==> src/rtl/ldst_order_pkg.sv <==
package ldst_order_pkg;

    // Low address bits used for every store/load comparison.
    localparam int CMP_W    = 12;
    // Index width of the store-wait flag table.
    localparam int WT_IDX_W = 6;

    typedef struct packed {
        logic                is_st;  // entry is a store
        logic                a_ok;   // address known (store) / recorded (load)
        logic                exec;   // load has executed
        logic [CMP_W-1:0]    a_lo;   // low address bits
        logic [WT_IDX_W-1:0] wt;     // store-wait flag index taken from PC
    } slot_t;

    function automatic slot_t slot_new(input logic is_st,
                                       input logic [WT_IDX_W-1:0] wt);
        slot_t s;
        s       = '0;
        s.is_st = is_st;
        s.wt    = wt;
        return s;
    endfunction

endpackage

==> src/rtl/ldst_ring.sv <==
module ldst_ring
    import ldst_order_pkg::*;
#(
    parameter  int QDEPTH = 16,
    localparam int IDX_W  = $clog2(QDEPTH)
) (
    input  logic                     clk,
    input  logic                     rst,
    input  logic                     push,
    input  slot_t                    push_slot,
    input  logic                     pop,
    input  logic                     sta_wr,
    input  logic [IDX_W-1:0]         sta_idx,
    input  logic [CMP_W-1:0]         sta_lo,
    input  logic                     ld_wr,
    input  logic [IDX_W-1:0]         ld_idx,
    input  logic [CMP_W-1:0]         ld_lo,
    input  logic                     trunc,
    input  logic [IDX_W-1:0]         trunc_off,
    output slot_t [QDEPTH-1:0]       slots,
    output logic [IDX_W-1:0]         head,
    output logic [IDX_W:0]           count
);

    logic [IDX_W-1:0] tail;
    logic [IDX_W:0]   base;

    assign tail = head + count[IDX_W-1:0];
    assign base = trunc ? {1'b0, trunc_off} : count + (IDX_W+1)'(push);

    always_ff @(posedge clk) begin
        if (rst) begin
            slots <= '0;
            head  <= '0;
            count <= '0;
        end else begin
            if (sta_wr) begin
                slots[sta_idx].a_ok <= 1'b1;
                slots[sta_idx].a_lo <= sta_lo;
            end
            if (ld_wr) begin
                slots[ld_idx].a_ok <= 1'b1;
                slots[ld_idx].exec <= 1'b1;
                slots[ld_idx].a_lo <= ld_lo;
            end
            if (push)
                slots[tail] <= push_slot;
            if (pop)
                head <= head + 1'b1;
            count <= base - (IDX_W+1)'(pop);
        end
    end

endmodule

==> src/rtl/ldst_scan.sv <==
module ldst_scan
    import ldst_order_pkg::*;
#(
    parameter  int QDEPTH = 16,
    localparam int IDX_W  = $clog2(QDEPTH)
) (
    input  slot_t [QDEPTH-1:0] slots,
    input  logic [IDX_W-1:0]   head,
    input  logic [IDX_W:0]     count,
    input  logic               predict_en,
    input  logic               sta_valid,
    input  logic [IDX_W-1:0]   sta_idx,
    input  logic [CMP_W-1:0]   sta_lo,
    input  logic               ld_valid,
    input  logic [IDX_W-1:0]   ld_idx,
    input  logic [CMP_W-1:0]   ld_lo,
    input  logic               ld_wait,
    output logic               grant,
    output logic               viol,
    output logic [IDX_W-1:0]   viol_off
);

    logic [IDX_W-1:0] ld_off, sta_off;
    logic             old_any, old_unk, old_hit;
    logic             unused_wt;

    assign ld_off  = ld_idx - head;
    assign sta_off = sta_idx - head;

    // Oldest executed younger load matching the resolving store.
    always_comb begin
        viol     = 1'b0;
        viol_off = '0;
        for (int k = QDEPTH - 1; k >= 1; k--) begin
            if (sta_valid && IDX_W'(k) > sta_off && (IDX_W+1)'(k) < count
                && !slots[head + IDX_W'(k)].is_st
                && slots[head + IDX_W'(k)].exec
                && slots[head + IDX_W'(k)].a_lo == sta_lo) begin
                viol     = 1'b1;
                viol_off = IDX_W'(k);
            end
        end
    end

    // Older stores seen by the issuing load; a same-cycle resolution counts as known.
    always_comb begin
        old_any   = 1'b0;
        old_unk   = 1'b0;
        old_hit   = 1'b0;
        unused_wt = 1'b0;
        for (int i = 0; i < QDEPTH; i++) begin
            unused_wt = unused_wt ^ (^slots[i].wt);
            if ({1'b0, IDX_W'(i) - head} < count && (IDX_W'(i) - head) < ld_off
                && slots[i].is_st) begin
                old_any = 1'b1;
                if (sta_valid && sta_idx == IDX_W'(i)) begin
                    if (sta_lo == ld_lo) old_hit = 1'b1;
                end else if (!slots[i].a_ok) begin
                    old_unk = 1'b1;
                end else if (slots[i].a_lo == ld_lo) begin
                    old_hit = 1'b1;
                end
            end
        end
    end

    assign grant = ld_valid && ({1'b0, ld_off} < count) && !slots[ld_idx].is_st
                && !old_hit && !(ld_wait && old_any) && (predict_en || !old_unk)
                && !(viol && ld_off >= viol_off);

endmodule

==> src/rtl/ldst_wait_tbl.sv <==
module ldst_wait_tbl #(
    parameter  int WT_N   = 64,
    parameter  int PERIOD = 4096,
    localparam int WT_W   = $clog2(WT_N),
    localparam int CW     = $clog2(PERIOD)
) (
    input  logic            clk,
    input  logic            rst,
    input  logic            set_en,
    input  logic [WT_W-1:0] set_idx,
    output logic [WT_N-1:0] bits,
    output logic            clr_pulse
);

    logic [CW-1:0] cnt;

    assign clr_pulse = (cnt == CW'(PERIOD - 1));

    always_ff @(posedge clk) begin
        if (rst) begin
            cnt  <= '0;
            bits <= '0;
        end else begin
            cnt <= clr_pulse ? '0 : cnt + 1'b1;
            if (clr_pulse)
                bits <= '0;
            if (set_en)
                bits[set_idx] <= 1'b1;   // set beats the periodic wipe
        end
    end

endmodule

==> src/rtl/ldst_order_guard.sv <==
module ldst_order_guard
    import ldst_order_pkg::*;
#(
    parameter  int QDEPTH     = 16,
    parameter  int ADDR_W     = 32,
    parameter  int PC_W       = 32,
    parameter  int CLR_PERIOD = 4096,
    localparam int IDX_W      = $clog2(QDEPTH)
) (
    input  logic              clk,
    input  logic              rst,
    input  logic              predict_en,
    input  logic              alloc_valid,
    input  logic              alloc_store,
    input  logic [PC_W-1:0]   alloc_pc,
    output logic              alloc_ready,
    output logic [IDX_W-1:0]  alloc_idx,
    input  logic              commit_valid,
    input  logic              sta_valid,
    input  logic [IDX_W-1:0]  sta_idx,
    input  logic [ADDR_W-1:0] sta_addr,
    input  logic              ld_valid,
    input  logic [IDX_W-1:0]  ld_idx,
    input  logic [ADDR_W-1:0] ld_addr,
    output logic              ld_grant,
    output logic              squash_valid,
    output logic [IDX_W-1:0]  squash_idx,
    output logic [IDX_W:0]    occupancy
);

    localparam int WT_N = 1 << WT_IDX_W;

    slot_t [QDEPTH-1:0]  slots;
    logic [IDX_W-1:0]    head;
    logic [IDX_W:0]      count;
    logic [IDX_W-1:0]    viol_off;
    logic                push, pop, ld_wait;
    logic                wt_set, clr_pulse;
    logic [WT_IDX_W-1:0] wt_set_idx;
    logic [WT_N-1:0]     wt_bits;
    logic                unused_hi;

    assign unused_hi = ^{sta_addr[ADDR_W-1:CMP_W], ld_addr[ADDR_W-1:CMP_W],
                         alloc_pc[PC_W-1:WT_IDX_W]};

    assign occupancy   = count;
    assign alloc_ready = count < (IDX_W+1)'(QDEPTH);
    assign alloc_idx   = head + count[IDX_W-1:0];
    assign push        = alloc_valid && alloc_ready && !squash_valid;
    assign pop         = commit_valid && count != '0;
    assign squash_idx  = head + viol_off;
    assign ld_wait     = wt_bits[slots[ld_idx].wt];
    assign wt_set      = squash_valid;
    assign wt_set_idx  = slots[squash_idx].wt;

    ldst_ring #(.QDEPTH(QDEPTH)) u_ring (
        .clk       (clk),
        .rst       (rst),
        .push      (push),
        .push_slot (slot_new(alloc_store, alloc_pc[WT_IDX_W-1:0])),
        .pop       (pop),
        .sta_wr    (sta_valid),
        .sta_idx   (sta_idx),
        .sta_lo    (sta_addr[CMP_W-1:0]),
        .ld_wr     (ld_grant),
        .ld_idx    (ld_idx),
        .ld_lo     (ld_addr[CMP_W-1:0]),
        .trunc     (squash_valid),
        .trunc_off (viol_off),
        .slots     (slots),
        .head      (head),
        .count     (count)
    );

    ldst_scan #(.QDEPTH(QDEPTH)) u_scan (
        .slots      (slots),
        .head       (head),
        .count      (count),
        .predict_en (predict_en),
        .sta_valid  (sta_valid),
        .sta_idx    (sta_idx),
        .sta_lo     (sta_addr[CMP_W-1:0]),
        .ld_valid   (ld_valid),
        .ld_idx     (ld_idx),
        .ld_lo      (ld_addr[CMP_W-1:0]),
        .ld_wait    (ld_wait),
        .grant      (ld_grant),
        .viol       (squash_valid),
        .viol_off   (viol_off)
    );

    ldst_wait_tbl #(.WT_N(WT_N), .PERIOD(CLR_PERIOD)) u_wait (
        .clk       (clk),
        .rst       (rst),
        .set_en    (wt_set),
        .set_idx   (wt_set_idx),
        .bits      (wt_bits),
        .clr_pulse (clr_pulse)
    );

endmodule

==> config.mk <==
export PLATFORM = sky130hd
export DESIGN_NAME = ldst_order_guard
export DESIGN_NICKNAME = d
export VERILOG_FILES = /design/src/rtl/ldst_order_pkg.sv /design/src/rtl/ldst_ring.sv /design/src/rtl/ldst_scan.sv /design/src/rtl/ldst_wait_tbl.sv /design/src/rtl/ldst_order_guard.sv
export SDC_FILE = /design/constraint.sdc
export NUM_CORES = 2
export LEC_CHECK = 0
export CORE_UTILIZATION = 30
export CTS_BUF_LIST = sky130_fd_sc_hd__clkbuf_4 sky130_fd_sc_hd__clkbuf_8
export CTS_CLUSTER_DIAMETER = 200
export CTS_CLUSTER_SIZE = 10
export DETAILED_ROUTE_END_ITERATION = 10
export DONT_BUFFER_PORTS = 1
export GPL_TIMING_DRIVEN = 0
export PLACE_DENSITY = 0.51
export SYNTH_ARGS = -nofsm -noshare
export SYNTH_HDL_FRONTEND = slang
export SYNTH_SLANG_ARGS = --single-unit
==> constraint.sdc <==
create_clock -name clk -period 10.08 [get_ports clk]
set_input_delay 1.512 -clock clk [delete_from_list [all_inputs] [get_ports clk]]
set_output_delay 1.512 -clock clk [all_outputs]
set_load 0.005 [all_outputs]
After elaboration in Yosys (flattened, before gate mapping):

Cells that the tools add are included.

* bits of input ports: 112
* bits in registers: 421
* output and inout port bits: 16

* mux-type cells: 239
* eq/ne operators: 48
* reduce and logical (&&, ||, !) cells: 163
* bitwise operators: 1
* magnitude comparators: 90
* add/subtract/negate cells: 38

Operator list (count)
* 336-bit bitwise mux: 6
* 336-bit 2-to-1 mux: 5
* 21-bit binary-select mux with 4-bit select: 17
* 21-bit demux with 4-bit select: 6
* 12-bit == test: 32
* 21-bit 2-to-1 mux: 17
* 64-bit 2-to-1 mux: 3
* 1-bit 2-to-1 mux: 161
* 1-bit logical AND: 138
* 4-bit by 5-bit less-than comparator with 1-bit output (second input constant): 19
* 4-bit by 5-bit less-than comparator with 1-bit output: 17
* 4-bit less-than comparator: 16
* 64-bit bitwise OR: 1
* 4-bit 2-to-1 mux: 15
* 4-bit by 5-bit less-than comparator with 1-bit output (first input constant): 8
* 20-bit 2-to-1 mux: 2
* 18-bit 2-to-1 mux: 2
* 4-bit adder (second input constant): 8
* 4-bit == test (second input constant): 8
* 4-bit > comparator (first input constant): 8
* 4-bit subtractor (first input constant): 8
* 1-bit logical NOT: 21
* 3-bit by 5-bit less-than comparator with 1-bit output (first input constant): 4
* 19-bit 2-to-1 mux: 1
* other kinds (33): 56

Depth between registers and ports, before layout:

* depth after elaboration: 74
* depth in mapped cells: 35

Cells and area by module:

Synthesis repeated with hierarchy kept, for this count alone.

* cells, all modules: 4201
* area total of the unflattened synthesis: 40025.9 µm²

By module, submodules not included
* ldst_scan: times used 1, area each 18590.3 µm², cells each 1807, sequential area each 0.0 µm²
* ldst_ring: times used 1, area each 16248.1 µm², cells each 1931, sequential area each 6906.6 µm²
* ldst_wait_tbl: times used 1, area each 2596.2 µm², cells each 223, sequential area each 1521.5 µm²
* ldst_order_guard: times used 1, area each 2591.2 µm², cells each 240, sequential area each 0.0 µm²

Worst setup path before layout:

No wires, ideal clock.

* path type: reg-to-reg
* start: reg u_ring.head[1]
* end: reg u_wait.bits[48]
* buffers on the path: 10
* setup time: 117 ps
* setup slack: 1807 ps
* required time: 9963 ps
* cell stages (with the launch flop): 32
* data arrival time: 8157 ps
* cell sequence: dfxtp_1 buf_6 buf_12 buf_12 clkinv_1 ha_1 buf_4 buf_6 buf_4 buf_2 mux4_2 mux2i_1 xnor2_1 o221ai_1 o31ai_1 or4b_2 o31ai_1 a32oi_1 o31a_1 o21ai_0 a21oi_1 o21ai_0 ha_1 clkbuf_1 buf_1 buf_1 mux4_2 mux2_2 nand2_1 nor2_1 mux2_4 a22o_1

* longest elaborated chain between the ends: 31
* elaborated cells between the ends (all ways): 206
* classes of those cells: 17 x add/sub; 17 x order compare; 15 x eq/ne; 65 x mux; 1 x bitwise; 91 x reduce/logical

Ends and longest elaborated chain
* start, declared: line ldst_ring.sv:21 `output logic [IDX_W-1:0] head,`
* start signal, assigned: line ldst_ring.sv:49 `head <= head + 1'b1;`
* branches (longest 21 deep; another with 4-bit adder)
* 4-bit 2-to-1 mux *: line ldst_scan.sv:35 `if (sta_valid && IDX_W'(k) > sta_off && (IDX_W+1)'(k) < count`
* 4-bit adder *: line ldst_order_guard.sv:51 `assign squash_idx = head + viol_off;`
* via squash_idx[0]: line ldst_order_guard.sv:27 `output logic [IDX_W-1:0] squash_idx,`
* 21-bit binary-select mux with 4-bit select *: line ldst_order_guard.sv:54 `assign wt_set_idx = slots[squash_idx].wt;`
* 6-bit 2-to-1 mux (implied by the code) *: line ldst_order_guard.sv:54
* 6-bit by 7-bit less-than comparator with 1-bit output (implied by the code) / 6-bit by 1-bit greater-or-equal comparator with 1-bit output (equally long branches): line ldst_wait_tbl.sv:28 `bits[set_idx] <= 1'b1;`
* 1-bit logical AND (implied by the code): line ldst_wait_tbl.sv:28
* 1-bit 2-to-1 mux (implied by the code): line ldst_wait_tbl.sv:28
* 1-bit demux with 6-bit select *
* 64-bit bitwise OR (no source line) *
* 64-bit 2-to-1 mux *: line ldst_wait_tbl.sv:27 `if (set_en)`
* end signal, assigned: line ldst_wait_tbl.sv:22 `bits <= '0;`
* end signal, assigned: line ldst_wait_tbl.sv:26 `bits <= '0;`
* end signal, assigned by index: line ldst_wait_tbl.sv:28
* end, declared: line ldst_wait_tbl.sv:11 `output logic [WT_N-1:0] bits,`

Mark *: on every way through the listed nets, which the timed path passes. The select of a mux whose other input is x is not followed.
A chain may end at the register's enable or synchronous reset.

Worst setup path in the final report:

* start: reg u_ring.head[0]
* end: out ld_grant

* longest elaborated chain between the ends: 70
* elaborated cells between the ends (all ways): 430
* classes of those cells: 33 x add/sub; 49 x order compare; 15 x eq/ne; 198 x mux; 135 x reduce/logical

Ends and longest elaborated chain
* 1-bit by 4-bit subtractor with 4-bit output / 4-bit subtractor (equally long branches): line ldst_scan.sv:53, ldst_scan.sv:27
* 4-bit by 5-bit less-than comparator with 1-bit output / 4-bit less-than comparator (equally long branches): line ldst_scan.sv:53 `if ({1'b0, IDX_W'(i) - head} < count && (IDX_W'(i) - head) < ld_off`
* 1-bit logical AND: line ldst_scan.sv:53
* 1-bit logical AND: line ldst_scan.sv:54 `&& slots[i].is_st) begin`
* 1-bit 2-to-1 mux: line ldst_scan.sv:53
* 1-bit 2-to-1 mux: line ldst_scan.sv:60 `end else if (slots[i].a_lo == ld_lo) begin`
* 1-bit 2-to-1 mux: line ldst_scan.sv:58 `end else if (!slots[i].a_ok) begin`
* 1-bit 2-to-1 mux: line ldst_scan.sv:56 `if (sta_valid && sta_idx == IDX_W'(i)) begin`
* (+52 left out)
* 1-bit 2-to-1 mux: line ldst_scan.sv:53
* 1-bit 2-to-1 mux: line ldst_scan.sv:60
* 1-bit 2-to-1 mux: line ldst_scan.sv:58
* 1-bit 2-to-1 mux: line ldst_scan.sv:56
* 1-bit 2-to-1 mux: line ldst_scan.sv:53
* 1-bit logical NOT: line ldst_scan.sv:68 `&& !old_hit && !(ld_wait && old_any) && (predict_en || !old_unk)`
* 1-bit logical AND (3 in a row): line ldst_scan.sv:68
* 1-bit logical AND *: line ldst_scan.sv:69 `&& !(viol && ld_off >= viol_off);`
* end, declared: line ldst_order_guard.sv:25 `output logic ld_grant,`

Every way passes the cells marked *; elsewhere a longest branch is shown, timed or not. The select of a mux whose other input is x is not followed.

==> flow_summary.yaml <==
global_routing:
  grt_max_degree: 20
  grt_pass1_wl_um: 326200
  antenna_found_initial: 19
  grt.total_usage: 0.3516
  grt_overflow: 0
  grt_pass1_vias: 35820
worst_setup_path:
  endpoint_kind: "output port"
  reg2reg_depth: 27
  cp_common_cell: "buf_8"
  worstSetupStartpoint: "u_ring.head[0]"
  cp_data_arrival_time_ps: 8420
  worstSetupStartpointType: "register"
  worstSetupPathType: "register to output port"
  worstReg2RegStart: "u_ring.head[2]"
  cpPeakStageDelay_ps: 860
  crit_fanout: 12
  cp.required_ps: 8570
  r2r-end: "u_wait.bits[26]"
  rrSetupSlack_ps: 250
  worstSetupEndpoint: "ld_grant"
  cp_slowest_cell: "mux2i_1"
placed_design:
  gp_congestion: 1.067
  dp_hpwl_um: 196300
  dpl_cell_area_mm2: 0.04294
  io_buffers: 0
cts:
  cts_tree: "done"
  cts.path.max_buffers: 3
  h-tree-depth: 2
  clk_pin_slew_ps: 80
  post-cts-setup-buffer-count: 0
  cts-root-buf: "clkbuf_8"
  cts_made_buffers: 48
  clock_latency_ps: 740
  clkSinkCount: 421
synth:
  synthCells: 3969
  synth.area.top_cells: "mux4_2, dfxtp_1, mux2i_1, xnor2_1, nor2_1"
  yosys_warnings: 0
  synth.net_count: 4164
  synthesis.area_mm2: 0.04069
  yosysMostFrequentCell: "mux2i_1"
  synth_edf_count: 0
  syn_area_per_cell_um2: 10.25
  synthDistinctLibCells: 102
  synthTopCellsByCount: "mux2i_1, nor2_1, mux4_2, dfxtp_1, xnor2_1"
  yosys.area.top_type_share: 0.2347
  ys_seq_area_frac: 0.2071
  yosys.area.top_type: "mux4_2"
  synth_seq_cells: 421
  ys.flop_type: "dfxtp_1"
  async_flop_share: 0
layout:
  fill_cells: 13750
  drive_gt1_frac: 0.2301
  fin_nets: 4216
  finalInstanceArea_mm2: 0.04395
  area_growth_pct: 8.007
floorplanning:
  start_util: 0.3038
  dieArea_mm2: 0.1371
  placementRows: 134
  core_region_area_mm2: 0.1340
  die_y_um: 370.3
  pin_count: 128
  die_x_um: 370.3
sta:
  worstMarginPinSlew_ps: 1615
  min_period_ps: 9936
  finClkSkew_ps: 42.41
  hold_viol: 0
  fin_setup_tns_ps: 0
  finalSetupViolCount: 0
  drv_slew: 32
  rsz0062_at_grt: "no"
  fmax_mhz: 100.6
  maxSlewHeadroom: -0.1076
  hold_ws_ps: 458.8
  fin_crit_sh: 0.9858
pwr:
  p_per_area_mw_per_mm2: 155.7
  ir_worst_vdd_v: 0.0001177
  p_leak_nw: 15.46
run_status:
  violations: "capacitance limit, slew limit"
  run_status: "finished, violations left"
detailed_routing:
  detail_route.wirelength_um: 246300
  ant_nets: 0
  vias: 38270
  drc_errors: 0
  vias_per_cell: 6.582
  drtIter0Drc: 5503
  drtPass1Iterations: 8
  wl_per_cell_um: 42.36
flow_run:
  cap_violations: 5
min_path:
  hp-class: "register to register"
-- registers in the layout (all words and copies together), names as in the netlist --
name / count
u_ring.count: 5
u_ring.head: 4
u_ring.slots: 336
u_wait.bits: 64
u_wait.cnt: 12
-- routing by layer --
layer  up-vias  part of all wire  track usage
met5         -           0.00085     0.008741
met4        10             0.072       0.2163
met3       679              0.12       0.1253
met2      2687              0.40       0.4905
met1     19760              0.40       0.4578
li1      15130                 -            -
-- critical path, delay by kind of cell (launching register included) --
kind / cells / cell delay (ps)
and+or+nand+nor: 5 / 1090
buffers and inverters: 8 / 2080
DFF: 1 / 400
xor gates and xnor gates: 1 / 240
adders and majority gates: 2 / 460
AOI/OAI and AO/OA: 9 / 1950
muxes: 3 / 1390
-- how the worst min path moves through the flow --
stage | start | endpoint | slack (ps) | cells past startpoint
global placement | u_wait.cnt[0] | u_wait.cnt[0] | 420 | 1
floorplan | u_wait.cnt[0] | u_wait.cnt[0] | 410 | 1
CTS | u_wait.cnt[0] | u_wait.cnt[0] | 450 | 1
global route | u_wait.cnt[0] | u_wait.cnt[0] | 490 | 1
finish | u_wait.cnt[0] | u_wait.cnt[0] | 460 | 1
detailed placement | u_wait.cnt[0] | u_wait.cnt[0] | 440 | 1
-- cell type report --
class,instances,area [µm²],share of cell area
Antenna cell,22,55.05,0.001253
Buffer,355,2130,0.04845
Clock buffer,50,688.2,0.01566
Clock inverter,3,22.52,0.0005124
Inverter,88,349.1,0.007942
Multi-Input combinational cell,3104,30030,0.6832
Sequential cell,421,8436,0.1919
Tap cell,1768,2212,0.05033
Timing Repair Buffer,3,33.78,0.0007686
-- kinds of logic after synthesis --
logic type	count (synthesis)	synth area share
AOI/OAI and AO/OA	542	0.09864
xor gates and xnor gates	410	0.09089
adders and majority gates	87	0.02743
buffers and inverters	444	0.05870
DFF	421	0.2071
muxes	1038	0.3930
and+or+nand+nor	1027	0.1242
-- where the power goes --
group / leakage [nW] / switching, W / internal [W]
clock network: 0.372 / 0.000688 / 0.000443
logic: 11.7 / 0.00235 / 0.00133
registers: 3.40 / 0.000272 / 0.00176
-- layout by cell type (no fill, tap or decap), drive strengths merged, types with 85 or more instances in the layout --
cell / netlist / final
a21oi: 109 / 109
mux2i: 483 / 483
nor2: 466 / 466
inv: 83 / 85
nand2: 155 / 155
a211oi: 137 / 137
clkbuf: 148 / 199
xnor2: 329 / 329
buf: 208 / 207
mux4: 431 / 431
dfxtp: 421 / 421
mux2: 124 / 124
-- per-stage QoR --
stage	power [W]	utilization	setup WS, ps	instances
after detailed placement	0.005552	0.3206	-2022	5738
final	0.006845	0.3281	143.6	5814
after global placement	0.005553	0.3203	-2407	5737
after CTS	0.006693	0.3269	11.35	5791
after global routing	0.007008	0.3277	3.251	5793
after floorplan	0.004196	-	1807	3969
-- what timing repair did --
| item | 4_1_cts | 5_1_grt |
|---|---|---|
| pin swaps | 1 | 1 |
| hold buffers | 0 | 0 |
| resized for setup | 40 | 23 |
| setup endpoints to repair | 292 | 67 |
| endpoints found under the hold margin | 0 | 0 |
Note: power is estimated with default switching activity, not from simulation.
